## src/rtl/pll_search_pkg.sv

```systemverilog
package pll_search_pkg;

    typedef enum logic [2:0] {
        S_IDLE,
        S_LO,
        S_HI,
        S_FGO,
        S_FWAIT,
        S_RWAIT,
        S_NEXT
    } srch_state_e;

endpackage

```

## src/rtl/pll_div_unit.sv

```systemverilog
module pll_div_unit #(
    parameter int DW = 64
) (
    input  logic          clk,
    input  logic          rst_n,
    input  logic          go,
    input  logic [DW-1:0] dividend,
    input  logic [DW-1:0] divisor,
    output logic          rdy,
    output logic [DW-1:0] quot
);
    localparam int CW = $clog2(DW + 1);

    typedef struct packed {
        logic          run;
        logic          rdy;
        logic [CW-1:0] cnt;
        logic [DW:0]   rem;
        logic [DW-1:0] quo;
        logic [DW-1:0] dvs;
    } div_t;

    div_t q, d;
    logic [DW:0] sh;

    always_comb begin
        d     = q;
        d.rdy = 1'b0;
        sh    = {q.rem[DW-1:0], q.quo[DW-1]};
        if (go) begin
            d.run = 1'b1;
            d.cnt = CW'(DW);
            d.rem = '0;
            d.quo = dividend;
            d.dvs = divisor;
        end else if (q.run) begin
            if (sh >= {1'b0, q.dvs}) begin
                d.rem = sh - {1'b0, q.dvs};
                d.quo = {q.quo[DW-2:0], 1'b1};
            end else begin
                d.rem = sh;
                d.quo = {q.quo[DW-2:0], 1'b0};
            end
            d.cnt = q.cnt - CW'(1);
            if (q.cnt == CW'(1)) begin
                d.run = 1'b0;
                d.rdy = 1'b1;
            end
        end
    end

    always_ff @(posedge clk or negedge rst_n) begin
        if (!rst_n) q <= '0;
        else        q <= d;
    end

    assign rdy  = q.rdy;
    assign quot = q.quo;

endmodule

```

## src/rtl/pll_param_search.sv

```systemverilog
module pll_param_search
    import pll_search_pkg::*;
#(
    parameter int FREQ_W = 32,
    parameter int DIV_W  = 64,
    parameter int R_MAX  = 64,
    parameter int OD_MAX = 8,
    parameter int F_MAX  = 8192,
    parameter longint VCO_LO = 120000000,
    parameter longint VCO_HI = 600000000
) (
    input  logic                             clk,
    input  logic                             rst_n,
    input  logic                             start,
    input  logic [FREQ_W-1:0]                f_in,
    input  logic [FREQ_W-1:0]                f_req,
    output logic                             busy,
    output logic                             done,
    output logic                             ok,
    output logic                             fail,
    output logic [FREQ_W:0]                  rate_o,
    output logic [$clog2(F_MAX+1)-1:0]       fb_div,
    output logic [$clog2(R_MAX+1)-1:0]       ref_div,
    output logic [$clog2(OD_MAX+2)-1:0]      out_div
);
    localparam int RW   = $clog2(R_MAX + 1);
    localparam int ODW  = $clog2(OD_MAX + 2);
    localparam int FBW  = $clog2(F_MAX + 1);
    localparam int RODW = $clog2(2 * R_MAX * OD_MAX + 1);

    typedef struct packed {
        srch_state_e         st;
        logic [FREQ_W-1:0]   fin;
        logic [FREQ_W-1:0]   req;
        logic [ODW-1:0]      od_cur;
        logic [ODW-1:0]      od_hi;
        logic [RW-1:0]       r_cur;
        logic [FBW-1:0]      f_cur;
        logic [FREQ_W:0]     best_rate;
        logic [FBW-1:0]      best_f;
        logic [RW-1:0]       best_r;
        logic [ODW-1:0]      best_od;
        logic                done;
        logic                ok;
        logic                fail;
        logic [FREQ_W:0]     o_rate;
        logic [FBW-1:0]      o_f;
        logic [RW-1:0]       o_r;
        logic [ODW-1:0]      o_od;
        logic                div_go;
        logic [DIV_W-1:0]    div_a;
        logic [DIV_W-1:0]    div_b;
    } srch_t;

    srch_t q, d;

    logic             div_rdy;
    logic [DIV_W-1:0] div_q;

    pll_div_unit #(.DW(DIV_W)) u_div (
        .clk      (clk),
        .rst_n    (rst_n),
        .go       (q.div_go),
        .dividend (q.div_a),
        .divisor  (q.div_b),
        .rdy      (div_rdy),
        .quot     (div_q)
    );

    logic            fin_now;
    logic [RODW-1:0] rod;
    logic [ODW-1:0]  hi;
    logic [FBW-1:0]  fnew;
    logic [FREQ_W:0] cur;

    always_comb begin
        d        = q;
        d.done   = 1'b0;
        d.div_go = 1'b0;
        fin_now  = 1'b0;
        rod      = RODW'(q.r_cur) * RODW'(q.od_cur) * RODW'(2);
        hi       = '0;
        fnew     = '0;
        cur      = div_q[FREQ_W:0];
        unique case (q.st)
            S_IDLE: begin
                if (start) begin
                    d.fin       = f_in;
                    d.req       = f_req;
                    d.best_rate = '0;
                    d.best_f    = '0;
                    d.best_r    = '0;
                    d.best_od   = '0;
                    if (f_in == '0 || f_req == '0) begin
                        fin_now = 1'b1;
                    end else begin
                        d.div_a  = DIV_W'(VCO_LO);
                        d.div_b  = DIV_W'(f_req);
                        d.div_go = 1'b1;
                        d.st     = S_LO;
                    end
                end
            end
            S_LO: begin
                if (div_rdy) begin
                    if (div_q >= DIV_W'(OD_MAX)) d.od_cur = ODW'(OD_MAX + 1);
                    else                         d.od_cur = div_q[ODW-1:0] + ODW'(1);
                    d.div_a  = DIV_W'(VCO_HI);
                    d.div_b  = DIV_W'(q.req);
                    d.div_go = 1'b1;
                    d.st     = S_HI;
                end
            end
            S_HI: begin
                if (div_rdy) begin
                    if (div_q >= DIV_W'(OD_MAX)) hi = ODW'(OD_MAX);
                    else                         hi = div_q[ODW-1:0];
                    d.od_hi = hi;
                    if (hi == '0 || q.od_cur > hi) begin
                        fin_now = 1'b1;
                    end else begin
                        d.r_cur = RW'(1);
                        d.st    = S_FGO;
                    end
                end
            end
            S_FGO: begin
                d.div_a  = (DIV_W'(q.req) + DIV_W'(1)) * DIV_W'(rod);
                d.div_b  = DIV_W'(q.fin);
                d.div_go = 1'b1;
                d.st     = S_FWAIT;
            end
            S_FWAIT: begin
                if (div_rdy) begin
                    if (div_q == '0) begin
                        d.st = S_NEXT;
                    end else begin
                        if (div_q > DIV_W'(F_MAX)) fnew = FBW'(F_MAX);
                        else                       fnew = div_q[FBW-1:0];
                        d.f_cur  = fnew;
                        d.div_a  = DIV_W'(q.fin) * DIV_W'(fnew);
                        d.div_b  = DIV_W'(rod);
                        d.div_go = 1'b1;
                        d.st     = S_RWAIT;
                    end
                end
            end
            S_RWAIT: begin
                if (div_rdy) begin
                    d.st = S_NEXT;
                    if (cur > q.best_rate) begin
                        d.best_rate = cur;
                        d.best_f    = q.f_cur;
                        d.best_r    = q.r_cur;
                        d.best_od   = q.od_cur;
                        if (cur == {1'b0, q.req}) fin_now = 1'b1;
                    end
                end
            end
            S_NEXT: begin
                d.st = S_FGO;
                if (q.r_cur == RW'(R_MAX)) begin
                    if (q.od_cur == q.od_hi) begin
                        fin_now = 1'b1;
                    end else begin
                        d.od_cur = q.od_cur + ODW'(1);
                        d.r_cur  = RW'(1);
                    end
                end else begin
                    d.r_cur = q.r_cur + RW'(1);
                end
            end
            default: d.st = S_IDLE;
        endcase

        if (fin_now) begin
            d.st   = S_IDLE;
            d.done = 1'b1;
            if (d.best_rate != '0) begin
                d.ok     = 1'b1;
                d.fail   = 1'b0;
                d.o_rate = d.best_rate;
                d.o_f    = d.best_f;
                d.o_r    = d.best_r;
                d.o_od   = d.best_od;
            end else begin
                d.ok     = 1'b0;
                d.fail   = 1'b1;
                d.o_rate = '0;
                d.o_f    = '0;
                d.o_r    = '0;
                d.o_od   = '0;
            end
        end
    end

    always_ff @(posedge clk or negedge rst_n) begin
        if (!rst_n) q <= '{st: S_IDLE, default: '0};
        else        q <= d;
    end

    assign busy    = (q.st != S_IDLE);
    assign done    = q.done;
    assign ok      = q.ok;
    assign fail    = q.fail;
    assign rate_o  = q.o_rate;
    assign fb_div  = q.o_f;
    assign ref_div = q.o_r;
    assign out_div = q.o_od;

endmodule

```

## config.mk

```make
export PLATFORM = sky130hd
export DESIGN_NAME = pll_param_search
export DESIGN_NICKNAME = d
export VERILOG_FILES = /design/src/rtl/pll_search_pkg.sv /design/src/rtl/pll_div_unit.sv /design/src/rtl/pll_param_search.sv
export SDC_FILE = /design/constraint.sdc
export NUM_CORES = 2
export LEC_CHECK = 0
export ABC_AREA = 1
export BUFFER_PORTS_ARGS = -buffer_cell sky130_fd_sc_hd__buf_2
export CORE_MARGIN = 2
export CORE_UTILIZATION = 55
export DETAILED_ROUTE_END_ITERATION = 7
export PLACE_DENSITY = 0.73
export SKIP_CTS_REPAIR_TIMING = 1
export SYNTH_ARGS = -nofsm -noshare
export SYNTH_HDL_FRONTEND = slang
export SYNTH_SLANG_ARGS = --single-unit
```

## constraint.sdc

```tcl
create_clock -name clk -period 8.05 [get_ports clk]
set_clock_uncertainty 0.05 [all_clocks]
set_input_delay 0.805 -clock clk [delete_from_list [all_inputs] [get_ports clk]]
set_output_delay 0.805 -clock clk [all_outputs]
set_load 0.01 [all_outputs]
```

==> metrics.csv <==
stage,metric,value,unit
route,Vias per Instance,5.75,
floorplanning,Initial Util,0.557,
synth,Synth warnings,0,
synth,post-synthesis cell count,6722,
route,final wirelength,186,mm
floorplanning,Core ar.,91900,um^2
clocking,CTS sink cnt,463,
final_layout,multi-input logic area,34600,um^2
final_layout,# diodes,0,
synth,"flops & latches, synth",463,
floorplanning,I/O pins,129,
synth,synth unique cells,63,
global_routing,Most Crowded Layer GR,met2,
worst_setup_path,Critical Path RT,8.53,ns
global_routing,pin count of the biggest net entering global routing,167,
worst_setup_path,FF-to-FF path depth,43,
placed_design,I/O Buffers,128,
sta,worst-margin pin slew,1.20,ns
floorplanning,die span in y,309,um
route,ANT nets after route,0,
synth,asr flop ratio synth,1.00,
route,# DRC,0,
status,status,"complete, but fails checks",
final_layout,Final Util,0.638,
worst_setup_path,worst reg2reg path startpoint,q[263]$_DFFE_PN0P_,
worst_setup_path,max incr delay on CP,0.57,ns
sta,Slew HR,0.203,
final_layout,fillers,8244,
placed_design,Detail Placement HPWL,148,mm
worst_setup_path,Worst path most repeated cell,fa_1,
synth,"Seq/Total Area, Yosys",0.226,
sta,Hold Slack,0.140,ns
route,initial DRC count,4742,
route,drt wl/cell,22.5,um
clocking,cts bufs inserted,56,
clocking,Root Buffer Master,clkbuf_16,
route,drt first pass iters,7,
final_layout,Post-layout nets,7947,
floorplanning,die area,95600,um^2
sta,min cycle time layout,8.23,ns
status,violated checks,setup timing,
global_routing,GRT overflow,0,
worst_setup_path,crit-path leading delay family,adder cells,
sta,Final setup viols,14,
global_routing,met3 usage,0.0741,
worst_setup_path,r2r setup slk,-0.18,ns
floorplanning,site row count,111,
sta,RSZ-0062 raised after global routing,true,
worst_setup_path,crit-path max FO,6,
worst_setup_path,worst path arrival time,8.72,ns
final_layout,Area Growth Syn to Fin,14.6,%
clocking,Max Root-Sink Buffers,3,
synth,number of synthesized flops with an enable pin,0,
clocking,CTS tree,done,
global_routing,first-pass GRT wire length,283,mm
floorplanning,DIE WIDTH,309,um
sta,final worst setup slack,-0.184,ns
worst_setup_path,worst path buffer plus inverter count,8,
clocking,"Clk pin slew, worst setup/hold paths",0.07,ns
placed_design,Final Wtd Congestion,1.04,
worst_setup_path,CP max stage cell,fa_1,
sta,setup_tns,-1.25,ns
synth,predominant post-synthesis flop cell,dfrtp_1,
global_routing,M1 GR Usage,0.530,
final_layout,share of layout cells above drive strength 1,0.135,
worst_setup_path,critical path type,reg2reg,
synth,Synth Cell Area,51200,um^2
route,via count,47600,
worst_setup_path,startpoint types,flop,
clocking,worst skew pair latency,0.67,ns
sta,fin crit share,1.02,
final_layout,Register Area,11600,um^2
synth,net count after synthesis,7681,
worst_setup_path,CP endpoint kind,flop,
sta,"Hold Violations, Final",0,
run,Max-Cap Viols,0,
global_routing,met2 usage,0.614,
synth,Syn Area/Cell,7.62,um^2
clocking,Max H-tree Level,2,
global_routing,total track usage,0.394,
global_routing,vias in the first global route,47200,
global_routing,initial antenna violation count,7,
sta,Final Max Tran Viols,0,
min_path,Hold WC Path Type,in2async,
worst_setup_path,worst r2r dst,q[106]$_DFFE_PN0P_,
sta,Max Freq,121,MHz
[flip-flops by register name, indices dropped and copies added (netlist names)]
register	flops
done	1
u_div.q	104
ok	1
ref_div	7
q	233
u_div.rdy	1
rate_o	33
u_div.quot	64
fb_div	14
out_div	4
fail	1
[kinds of logic (layout without fill, tap and decap cells)]
| family | after synthesis | count (layout) | synth area share |
|---|---|---|---|
| compound gates | 968 | 968 | 0.108 |
| buf+inv | 1606 | 1918 | 0.124 |
| fa+ha+maj | 892 | 892 | 0.308 |
| flops | 463 | 463 | 0.226 |
| simple gates | 2687 | 2687 | 0.216 |
| xor+xnor | 106 | 106 | 0.0181 |
[cell type report]
| cell class | count | area share |
|---|---|---|
| inverters | 1295 | 0.0833 |
| repair buffers | 519 | 0.0665 |
| flip-flops and latches | 463 | 0.198 |
| well taps | 1243 | 0.0265 |
| clock inverters | 32 | 0.00868 |
| multi-input cells | 4653 | 0.590 |
| clock buffers | 72 | 0.0273 |
[how the worst max path moves through the flow]
| stage | end | depth (start not counted) | slack, ns | from |
|---|---|---|---|---|
| after floorplan | q[102]$_DFFE_PN0P_ | 44 | 0.01 | q[262]$_DFFE_PN0P_ |
| after global placement | q[106]$_DFFE_PN0P_ | 42 | -0.47 | q[263]$_DFFE_PN0P_ |
| after detailed placement | q[106]$_DFFE_PN0P_ | 42 | -0.58 | q[263]$_DFFE_PN0P_ |
| after CTS | q[106]$_DFFE_PN0P_ | 42 | -0.69 | q[263]$_DFFE_PN0P_ |
| after global routing | q[107]$_DFFE_PN0P_ | 45 | -0.55 | q[274]$_DFFE_PN0P_ |
| final | q[106]$_DFFE_PN0P_ | 43 | -0.18 | q[263]$_DFFE_PN0P_ |
[per-stage QoR]
step,cell area [um^2],cells,worst slack (ns)
2_1_floorplan,51300,6722,0.0124
3_3_place_gp,55000,8141,-0.472
3_5_place_dp,55000,8141,-0.580
4_1_cts,57100,8245,-0.689
5_1_grt,58700,8277,-0.549
6_report,58700,8277,-0.184
[Yosys cell counts (3+ instances only)]
master / n / area, um^2
buf_4: 60 / 450
a21o_1: 13 / 97.6
nor2_2: 11 / 68.8
o2111ai_1: 15 / 131
o21ai_1: 15 / 75.1
o221ai_1: 28 / 245
clkinv_1: 9 / 33.8
a21oi_1: 271 / 1360
a221oi_1: 5 / 43.8
nand4_1: 101 / 632
dfrtp_1: 463 / 11600
o21bai_1: 7 / 52.6
buf_2: 31 / 155
xnor2_1: 32 / 280
buf_1: 40 / 150
and3_1: 3 / 18.8
a31oi_1: 24 / 150
nand3_1: 188 / 941
o21ai_0: 419 / 2100
ha_1: 278 / 3480
and2_1: 3 / 18.8
clkbuf_1: 175 / 657
fa_1: 614 / 12300
o211ai_1: 40 / 300
o21a_1: 21 / 158
buf_6: 4 / 45.0
nand2_1: 1479 / 5550
nor2_1: 745 / 2800
a22oi_1: 51 / 383
a21boi_0: 4 / 30.0
inv_1: 1276 / 4790
nand2_2: 4 / 25.0
a211oi_1: 4 / 30.0
o22ai_1: 36 / 225
nor3b_1: 3 / 22.5
or2_2: 25 / 156
inv_2: 8 / 30.0
nor3_1: 54 / 270
nand3_2: 21 / 210
nor4_1: 38 / 238
xor2_1: 74 / 648
o311ai_0: 5 / 43.8
[placed cells by master (no fill, tap or decap), types with 32 or more instances in the layout]
master and count:
nor2_1 700, xor2_1 72, nor3_1 51, fa_1 609, o211ai_1 40, o21ai_0 386
buf_4 355, o22ai_1 36, nand3_1 177, clkbuf_16 56, o21ai_1 34, nor4_1 32
buf_2 127, inv_1 1224, nand4_1 101, inv_2 55, nand2_1 1450, a21oi_1 230
dfrtp_1 462, a22oi_1 51, ha_1 255
[routing by layer]
metal | share of wire | vias up
met5 | 0.00014 | -
met4 | 0.058 | 4
met3 | 0.095 | 504
met2 | 0.45 | 2274
met1 | 0.40 | 23500
li1 | - | 21400
Power is left out: the tool's default activity adds up to more than one toggle a clock period on the data nets, which glitch-free logic cannot reach.
